===== config.mk =====
export PLATFORM = sky130hd
export DESIGN_NAME = mreq_sched
export DESIGN_NICKNAME = d
export VERILOG_FILES = /design/src/rtl/mreq_pkg.sv /design/src/rtl/mreq_slots.sv /design/src/rtl/mreq_rows.sv /design/src/rtl/mreq_pick.sv /design/src/rtl/mreq_sched.sv
export SDC_FILE = /design/constraint.sdc
export NUM_CORES = 1
export LEC_CHECK = 0
export ABC_AREA = 1
export BUFFER_PORTS_ARGS = -buffer_cell sky130_fd_sc_hd__buf_4
export CORE_MARGIN = 2
export CORE_UTILIZATION = 40
export CTS_BUF_LIST = sky130_fd_sc_hd__clkbuf_8
export DETAILED_ROUTE_END_ITERATION = 16
export PLACE_DENSITY = 0.55
export SETUP_SLACK_MARGIN = 0.4
export SYNTH_ARGS = -nofsm -noshare
export SYNTH_HDL_FRONTEND = slang
export SYNTH_HIERARCHICAL = 1
export SYNTH_SLANG_ARGS = --single-unit
export TNS_END_PERCENT = 30

===== constraint.sdc =====
create_clock -name clk -period 9.6 [get_ports clk]
set_input_delay 0 -clock clk [delete_from_list [all_inputs] [get_ports clk]]
set_output_delay 0 -clock clk [all_outputs]
set_load 0.03 [all_outputs]

===== src/rtl/mreq_pkg.sv =====
package mreq_pkg;
  typedef enum logic [1:0] {
    K_MEM_RD = 2'b00,
    K_MEM_WR = 2'b01,
    K_CFG_RD = 2'b10,
    K_CFG_WR = 2'b11
  } req_kind_e;
endpackage


===== src/rtl/mreq_slots.sv =====
// Request storage with per-entry dependency and age matrices.
module mreq_slots #(
  parameter int DEPTH = 8,
  parameter int AW    = 16,
  parameter int SEQ_W = 8
) (
  input  logic             clk,
  input  logic             rst_n,
  input  logic             enq_i,
  input  logic [AW-1:0]    enq_addr_i,
  input  logic             enq_wr_i,
  input  logic [SEQ_W-1:0] enq_seq_i,
  input  logic             fence_i,
  input  logic [DEPTH-1:0] deq_oh_i,
  output logic [DEPTH-1:0] valid_o,
  output logic [AW-1:0]    addr_o [DEPTH],
  output logic [DEPTH-1:0] wr_o,
  output logic [SEQ_W-1:0] seq_o [DEPTH],
  output logic [DEPTH-1:0] free_dep_o,
  output logic [DEPTH-1:0] older_o [DEPTH],
  output logic             full_o
);
  logic [DEPTH-1:0] vld_q, vld_n, bar_q, bar_n, keep, same, slot_oh;
  logic [DEPTH-1:0] dep_q [DEPTH];
  logic [DEPTH-1:0] dep_n [DEPTH];
  logic [DEPTH-1:0] old_q [DEPTH];
  logic [DEPTH-1:0] old_n [DEPTH];
  logic [AW-1:0]    addr_q [DEPTH];
  logic [SEQ_W-1:0] seq_q  [DEPTH];
  logic [DEPTH-1:0] wr_q;

  assign keep    = vld_q & ~deq_oh_i;
  assign slot_oh = ~vld_q & (vld_q + DEPTH'(1));
  assign full_o  = &vld_q;
  assign valid_o = vld_q;
  assign wr_o    = wr_q;

  always_comb begin
    for (int j = 0; j < DEPTH; j++) begin
      same[j] = vld_q[j] && (addr_q[j] == enq_addr_i);
    end
  end

  always_comb begin
    vld_n = keep;
    bar_n = bar_q & ~deq_oh_i;
    for (int i = 0; i < DEPTH; i++) begin
      dep_n[i] = dep_q[i] & ~deq_oh_i;
      old_n[i] = old_q[i] & ~deq_oh_i;
    end
    if (fence_i) bar_n = keep;
    if (enq_i) begin
      vld_n = vld_n | slot_oh;
      bar_n = bar_n & ~slot_oh;
      for (int i = 0; i < DEPTH; i++) begin
        if (slot_oh[i]) begin
          dep_n[i] = keep & (bar_q | same);
          old_n[i] = keep;
        end
      end
    end
  end

  always_ff @(posedge clk or negedge rst_n) begin
    if (!rst_n) begin
      vld_q <= '0;
      bar_q <= '0;
      for (int i = 0; i < DEPTH; i++) begin
        dep_q[i] <= '0;
        old_q[i] <= '0;
      end
    end else begin
      vld_q <= vld_n;
      bar_q <= bar_n;
      for (int i = 0; i < DEPTH; i++) begin
        dep_q[i] <= dep_n[i];
        old_q[i] <= old_n[i];
      end
    end
  end

  for (genvar g = 0; g < DEPTH; g++) begin : g_payload
    always_ff @(posedge clk) begin
      if (enq_i && slot_oh[g]) begin
        addr_q[g] <= enq_addr_i;
        seq_q[g]  <= enq_seq_i;
        wr_q[g]   <= enq_wr_i;
      end
    end
    assign addr_o[g]     = addr_q[g];
    assign seq_o[g]      = seq_q[g];
    assign older_o[g]    = old_q[g];
    assign free_dep_o[g] = vld_q[g] && (dep_q[g] == '0);
  end
endmodule


===== src/rtl/mreq_rows.sv =====
// Open-row table per bank and row-hit flags for queued entries.
module mreq_rows #(
  parameter int DEPTH  = 8,
  parameter int BANK_W = 2,
  parameter int ROW_W  = 10
) (
  input  logic              clk,
  input  logic              rst_n,
  input  logic [BANK_W-1:0] bank_i [DEPTH],
  input  logic [ROW_W-1:0]  row_i  [DEPTH],
  input  logic              upd_i,
  input  logic [BANK_W-1:0] upd_bank_i,
  input  logic [ROW_W-1:0]  upd_row_i,
  output logic [DEPTH-1:0]  hit_o
);
  localparam int NBANK = 1 << BANK_W;
  logic [ROW_W-1:0] open_row_q [NBANK];
  logic [NBANK-1:0] open_ok_q, open_ok_n;

  always_comb begin
    for (int i = 0; i < DEPTH; i++) begin
      hit_o[i] = open_ok_q[bank_i[i]] && (open_row_q[bank_i[i]] == row_i[i]);
    end
  end

  always_comb begin
    open_ok_n = open_ok_q;
    if (upd_i) open_ok_n[upd_bank_i] = 1'b1;
  end

  always_ff @(posedge clk or negedge rst_n) begin
    if (!rst_n) open_ok_q <= '0;
    else        open_ok_q <= open_ok_n;
  end

  for (genvar b = 0; b < NBANK; b++) begin : g_bank
    always_ff @(posedge clk) begin
      if (upd_i && (upd_bank_i == BANK_W'(b))) open_row_q[b] <= upd_row_i;
    end
  end
endmodule


===== src/rtl/mreq_pick.sv =====
// Chooses one eligible entry: row hits first unless strict order, then oldest.
module mreq_pick #(
  parameter int DEPTH = 8
) (
  input  logic [DEPTH-1:0] elig_i,
  input  logic [DEPTH-1:0] hit_i,
  input  logic [DEPTH-1:0] older_i [DEPTH],
  input  logic             in_order_i,
  output logic [DEPTH-1:0] pick_oh_o
);
  logic [DEPTH-1:0] hits, cand;

  assign hits = elig_i & hit_i;
  assign cand = (in_order_i || (hits == '0)) ? elig_i : hits;

  always_comb begin
    for (int i = 0; i < DEPTH; i++) begin
      pick_oh_o[i] = cand[i] && ((older_i[i] & cand) == '0);
    end
  end
endmodule


===== src/rtl/mreq_sched.sv =====
module mreq_sched
  import mreq_pkg::*;
#(
  parameter int DEPTH  = 8,
  parameter int AW     = 16,
  parameter int COL_W  = 4,
  parameter int BANK_W = 2,
  parameter int SEQ_W  = 8,
  parameter int RSP_W  = 32,
  parameter logic [RSP_W-1:0] RSP_VAL = 32'h5EC0_0D01
) (
  input  logic             clk,
  input  logic             rst_n,
  input  logic             in_order_i,
  input  logic             req_valid_i,
  output logic             req_ready_o,
  input  logic [1:0]       req_kind_i,
  input  logic [AW-1:0]    req_addr_i,
  output logic             iss_valid_o,
  input  logic             iss_ready_i,
  output logic             iss_write_o,
  output logic [AW-1:0]    iss_addr_o,
  output logic [SEQ_W-1:0] iss_seq_o,
  output logic             rsp_valid_o,
  output logic [RSP_W-1:0] rsp_data_o
);
  localparam int ROW_W = AW - COL_W - BANK_W;

  req_kind_e        kind;
  logic             acc, enq, fence, rd_acc, full, iss_fire;
  logic [SEQ_W-1:0] seq_q, seq_n;
  logic [DEPTH-1:0] vld, wr, elig, hit, pick, deq;
  logic [AW-1:0]    eaddr [DEPTH];
  logic [SEQ_W-1:0] eseq  [DEPTH];
  logic [DEPTH-1:0] older [DEPTH];
  logic [BANK_W-1:0] ebank [DEPTH];
  logic [ROW_W-1:0]  erow  [DEPTH];
  logic             rdp_q, rdp_n, rsp_q, rsp_n;
  logic [DEPTH-1:0] wait_q, wait_n;

  assign kind        = req_kind_e'(req_kind_i);
  assign req_ready_o = !full && !(rdp_q && (kind == K_CFG_RD));
  assign acc         = req_valid_i && req_ready_o;
  assign enq         = acc && !req_kind_i[1];
  assign fence       = acc && req_kind_i[1];
  assign rd_acc      = acc && (kind == K_CFG_RD);
  assign iss_valid_o = |pick;
  assign iss_fire    = iss_valid_o && iss_ready_i;
  assign deq         = pick & {DEPTH{iss_ready_i}};
  assign rsp_valid_o = rsp_q;
  assign rsp_data_o  = rsp_q ? RSP_VAL : '0;

  mreq_slots #(.DEPTH(DEPTH), .AW(AW), .SEQ_W(SEQ_W)) u_slots (
    .clk(clk), .rst_n(rst_n),
    .enq_i(enq), .enq_addr_i(req_addr_i), .enq_wr_i(kind == K_MEM_WR),
    .enq_seq_i(seq_q), .fence_i(fence), .deq_oh_i(deq),
    .valid_o(vld), .addr_o(eaddr), .wr_o(wr), .seq_o(eseq),
    .free_dep_o(elig), .older_o(older), .full_o(full)
  );

  always_comb begin
    for (int i = 0; i < DEPTH; i++) begin
      ebank[i] = eaddr[i][COL_W +: BANK_W];
      erow[i]  = eaddr[i][COL_W+BANK_W +: ROW_W];
    end
  end

  mreq_rows #(.DEPTH(DEPTH), .BANK_W(BANK_W), .ROW_W(ROW_W)) u_rows (
    .clk(clk), .rst_n(rst_n),
    .bank_i(ebank), .row_i(erow),
    .upd_i(iss_fire),
    .upd_bank_i(iss_addr_o[COL_W +: BANK_W]),
    .upd_row_i(iss_addr_o[COL_W+BANK_W +: ROW_W]),
    .hit_o(hit)
  );

  mreq_pick #(.DEPTH(DEPTH)) u_pick (
    .elig_i(elig), .hit_i(hit), .older_i(older),
    .in_order_i(in_order_i), .pick_oh_o(pick)
  );

  always_comb begin
    iss_write_o = 1'b0;
    iss_addr_o  = '0;
    iss_seq_o   = '0;
    for (int i = 0; i < DEPTH; i++) begin
      if (pick[i]) begin
        iss_write_o = wr[i];
        iss_addr_o  = eaddr[i];
        iss_seq_o   = eseq[i];
      end
    end
  end

  always_comb begin
    seq_n  = seq_q;
    wait_n = wait_q & ~deq;
    rdp_n  = rdp_q;
    rsp_n  = 1'b0;
    if (enq) seq_n = seq_q + SEQ_W'(1);
    if (rd_acc) begin
      wait_n = vld & ~deq;
      rdp_n  = 1'b1;
    end else if (rdp_q && (wait_q == '0)) begin
      rdp_n = 1'b0;
      rsp_n = 1'b1;
    end
  end

  always_ff @(posedge clk or negedge rst_n) begin
    if (!rst_n) begin
      seq_q  <= '0;
      wait_q <= '0;
      rdp_q  <= 1'b0;
      rsp_q  <= 1'b0;
    end else begin
      seq_q  <= seq_n;
      wait_q <= wait_n;
      rdp_q  <= rdp_n;
      rsp_q  <= rsp_n;
    end
  end
endmodule


==> impl_metrics.env <==
export IMPL_status="finished, final reports clean"
export IMPL_finClkSkew_ns=0.0331
export IMPL_cts_root_buf="clkbuf_8"
export IMPL_fin_crit_ns=6.53
export IMPL_place_detailed_hpwl_mm=61.4
export IMPL_path_cells="inv_2 -> nand2_1 -> nand3_1 -> nand3b_1 -> nand2_1 -> nor2_1 -> nand2_1 -> nor3_2 -> nand2_1 -> nand2_1 -> nor2_2 -> nand2_4 -> nand3_1 -> nand3_1 -> nand2_1 -> inv_1 -> nand2_1 -> nor2_4 -> buf_4 -> nor2_1 -> nand4_1 -> and2_1 -> nand2_1 -> nor2_1"
export IMPL_syn_inst=3132
export IMPL_grt_usage=0.292
export IMPL_finalSetupTns_ns=0
export IMPL_vias_per_cell=5.48
export IMPL_leakage_nw=12.6
export IMPL_dieWidth_um=249
export IMPL_fillers=5970
export IMPL_fin_cells=3966
export IMPL_cp_common_cell="nand2_1"
export IMPL_crit_arrival_ns=6.82
export IMPL_ys_types=48
export IMPL_worstSetupStartpointType="flop"
export IMPL_slew_headroom=0.290
export IMPL_end_kind="flop"
export IMPL_synth_edf_count=240
export IMPL_place_gp_congestion=0.983
export IMPL_cts_clk_slew_worst_paths_ns=0.06
export IMPL_first_iter_violations=2424
export IMPL_cp_max_fo=49
export IMPL_antenna_found_initial=1
export IMPL_synthArstFlopShare=0.409
export IMPL_wl_per_cell_um=23.1
export IMPL_rows=89
export IMPL_ys_flop_type="edfxtp_1"
export IMPL_clock_latency_ns=0.67
export IMPL_tightest_slew_ns=1.06
export IMPL_path_class="flop to flop"
export IMPL_grt_pass1_vias=20100
export IMPL_design_die_area_mm2=0.0618
export IMPL_clock_sinks=406
export IMPL_dr_total_vias=21700
export IMPL_drive_gt1_frac=0.0906
export IMPL_cp_required_ns=9.89
export IMPL_ys_warnings_count=6
export IMPL_max_stage_delay_ns=0.92
export IMPL_rsz0062_at_grt="false"
export IMPL_fmax_ghz=0.153
export IMPL_final_antenna_net_count=0
export IMPL_cp_num_buf_inv=3
export IMPL_port_buffers=61
export IMPL_critPathTopFamily="simple AND/OR/NAND/NOR gates"
export IMPL_cts_resized=0
export IMPL_setup_viol=0
export IMPL_syn_area_mm2=0.0239
export IMPL_core_area_mm2=0.0591
export IMPL_die_height_um=249
export IMPL_synth_avg_cell_area_um2=7.65
export IMPL_dp_cells=3814
export IMPL_drc=0
export IMPL_cts_setup_buffers=0
export IMPL_wirelength_mm=91.7
export IMPL_ys_ff_latch=406
export IMPL_p_per_area_mw_per_mm2=250
export IMPL_drv_slew=0
export IMPL_min_path_type="input port to async pin"
export IMPL_drt_pre_antenna_iters=9
export IMPL_syn_to_final_growth_pct=9.02
export IMPL_hold_viol=0
export IMPL_cts_tree="built"
export IMPL_ioPinCount=83
export IMPL_clock_tree_buffer_depth=3
export IMPL_grt_ovfl_total=0
export IMPL_htreeDepth=3
export IMPL_nets=3166
export IMPL_cap_violations=0
export IMPL_yosysSeqAreaShare=0.474
export IMPL_peakVddDrop_v=0.000132
export IMPL_grt_max_degree=103
export IMPL_grt_pass1_wl_mm=134
export IMPL_critPathSlowestCell="edfxtp_1"
export IMPL_cts_made_buffers=74
export IMPL_period_share=0.680
export IMPL_start_util=0.405
-- per-layer routing --
metal / track usage / up-vias / share of wire
li1: - / 10000 / -
met1: 0.406 / 10400 / 0.43
met2: 0.449 / 1114 / 0.44
met3: 0.0480 / 181 / 0.086
met4: 0.130 / 0 / 0.040
met5: 0 / - / 0
-- Yosys cell counts (4+ instances only) --
library cell | instances | share of area
nor3_2 | 6 | 0.0025
a31o_2 | 24 | 0.0088
nor4_1 | 14 | 0.0037
xor2_1 | 94 | 0.034
o21ai_1 | 12 | 0.0025
nor2_2 | 16 | 0.0042
or2_0 | 4 | 0.0010
a22oi_1 | 4 | 0.0013
nand2_1 | 1196 | 0.19
nor3_1 | 14 | 0.0029
inv_1 | 191 | 0.030
o21ai_2 | 6 | 0.0022
xnor2_1 | 8 | 0.0029
o21a_1 | 7 | 0.0022
and3_1 | 8 | 0.0021
edfxtp_1 | 240 | 0.30
clkinv_1 | 12 | 0.0019
buf_2 | 96 | 0.020
nand3_1 | 377 | 0.079
buf_1 | 7 | 0.0011
buf_4 | 53 | 0.017
clkbuf_1 | 22 | 0.0034
buf_6 | 15 | 0.0071
a21oi_1 | 72 | 0.015
nand3b_1 | 47 | 0.015
nand2_2 | 10 | 0.0026
nor2_1 | 316 | 0.050
o21ai_0 | 38 | 0.0079
dfrtp_1 | 166 | 0.17
inv_2 | 28 | 0.0044
-- kinds of logic (layout without fill, tap and decap cells) --
logic type	after synthesis	in the layout	share of synthesized area
simple gates	2026	2026	0.360
buf+inv	427	466	0.0859
flops	406	406	0.474
compound gates	169	169	0.0420
xor+xnor	102	102	0.0373
fa+ha+maj	1	1	0.000522
other cells	1	23	0.000157
-- what timing repair did --
| item | 4_1_cts | 5_1_grt |
|---|---|---|
| hold buffers | 25 | 0 |
| endpoints found under the setup margin | 0 | 0 |
| endpoints found under the hold margin | 271 | 0 |
-- cell usage in the layout (no fill, tap or decap), types with 6 or more instances in the layout --
cell type / Yosys / routed
a21oi_1: 72 / 72
a31o_2: 24 / 24
and3_1: 8 / 8
buf_4: 53 / 82
clkbuf_8: 0 / 83
clkinv_1: 12 / 14
clkinv_2: 0 / 6
conb_1: 1 / 21
dfrtp_1: 166 / 166
dlygate4sd3_1: 0 / 25
edfxtp_1: 240 / 240
inv_1: 191 / 219
inv_2: 28 / 28
nand2_1: 1196 / 1196
nand2_2: 10 / 10
nand3_1: 377 / 377
nand3b_1: 47 / 47
nor2_1: 316 / 310
nor2_2: 16 / 20
nor3_1: 14 / 14
nor3_2: 6 / 6
nor4_1: 14 / 14
o21a_1: 7 / 7
o21ai_0: 38 / 38
o21ai_1: 12 / 12
o21ai_2: 6 / 6
xnor2_1: 8 / 8
xor2_1: 94 / 94
-- power by group --
part | total, mW | switching (mW) | internal, mW
clock | 1.58 | 0.742 | 0.843
combinational | 2.35 | 1.68 | 0.666
sequential | 2.60 | 0.436 | 2.16
total | 6.53 | 2.86 | 3.67
-- through the flow --
| step | setup WS [ns] | utilization | area [µm²] | hold slack (ns) | power (mW) |
|---|---|---|---|---|---|
| 6_report | 3.07 | 0.442 | 26100 | 0.0604 | 6.53 |
| 5_1_grt | 2.63 | 0.442 | 26100 | 0.121 | 6.84 |
| 4_1_cts | 3.19 | 0.441 | 26100 | 0.0514 | 6.52 |
| 3_5_place_dp | 3.20 | 0.414 | 24500 | 0.202 | 4.91 |
| 3_3_place_gp | 3.33 | 0.414 | 24500 | 0.198 | 4.89 |
| 2_1_floorplan | 5.33 | - | 24000 | -0.296 | 3.90 |
-- cell type report --
| cell class | instances | area [µm²] | share of cell area |
|---|---|---|---|
| multi-input cells | 2319 | 10600 | 0.407 |
| diodes | 2 | 5.00 | 0.000192 |
| well taps | 773 | 967 | 0.0370 |
| repair buffers | 108 | 877 | 0.0336 |
| clock inverters | 42 | 245 | 0.00939 |
| inverters | 233 | 882 | 0.0338 |
| clock buffers | 83 | 1140 | 0.0438 |
| flip-flops and latches | 406 | 11400 | 0.435 |
-- path summary, 6_finish.rpt --
check	slack (ns)	startpoint	end	cells after the start
max reg2reg	3.07	u_slots/addr_q[1][20]	u_rows/open_row_q[2][0]	24
max in group asynchronous	8.03	rst_n	u_slots/older_o[41]	3
min	0.06	rst_n	u_slots/dep_q[15]	2
max	3.07	u_slots/addr_q[1][20]	u_rows/open_row_q[2][0]	24
min in group clk	0.25	req_addr_i[1]	u_slots/addr_q[0][49]	2
min reg2reg	0.50	u_slots/dep_q[28]	u_slots/dep_q[28]	2
-- sequential cells by signal (all words and copies together), names as in the netlist --
signal / cells
rdp_q: 1
rsp_valid_o: 1
seq_q: 8
u_rows/open_ok_q: 4
u_rows/open_row_q: 40
u_slots/addr_q: 128
u_slots/bar_q: 8
u_slots/dep_q: 64
u_slots/older_o: 64
u_slots/seq_q: 64
u_slots/valid_o: 8
u_slots/wr_o: 8
wait_q: 8
Power figures use the tool's default switching activity.
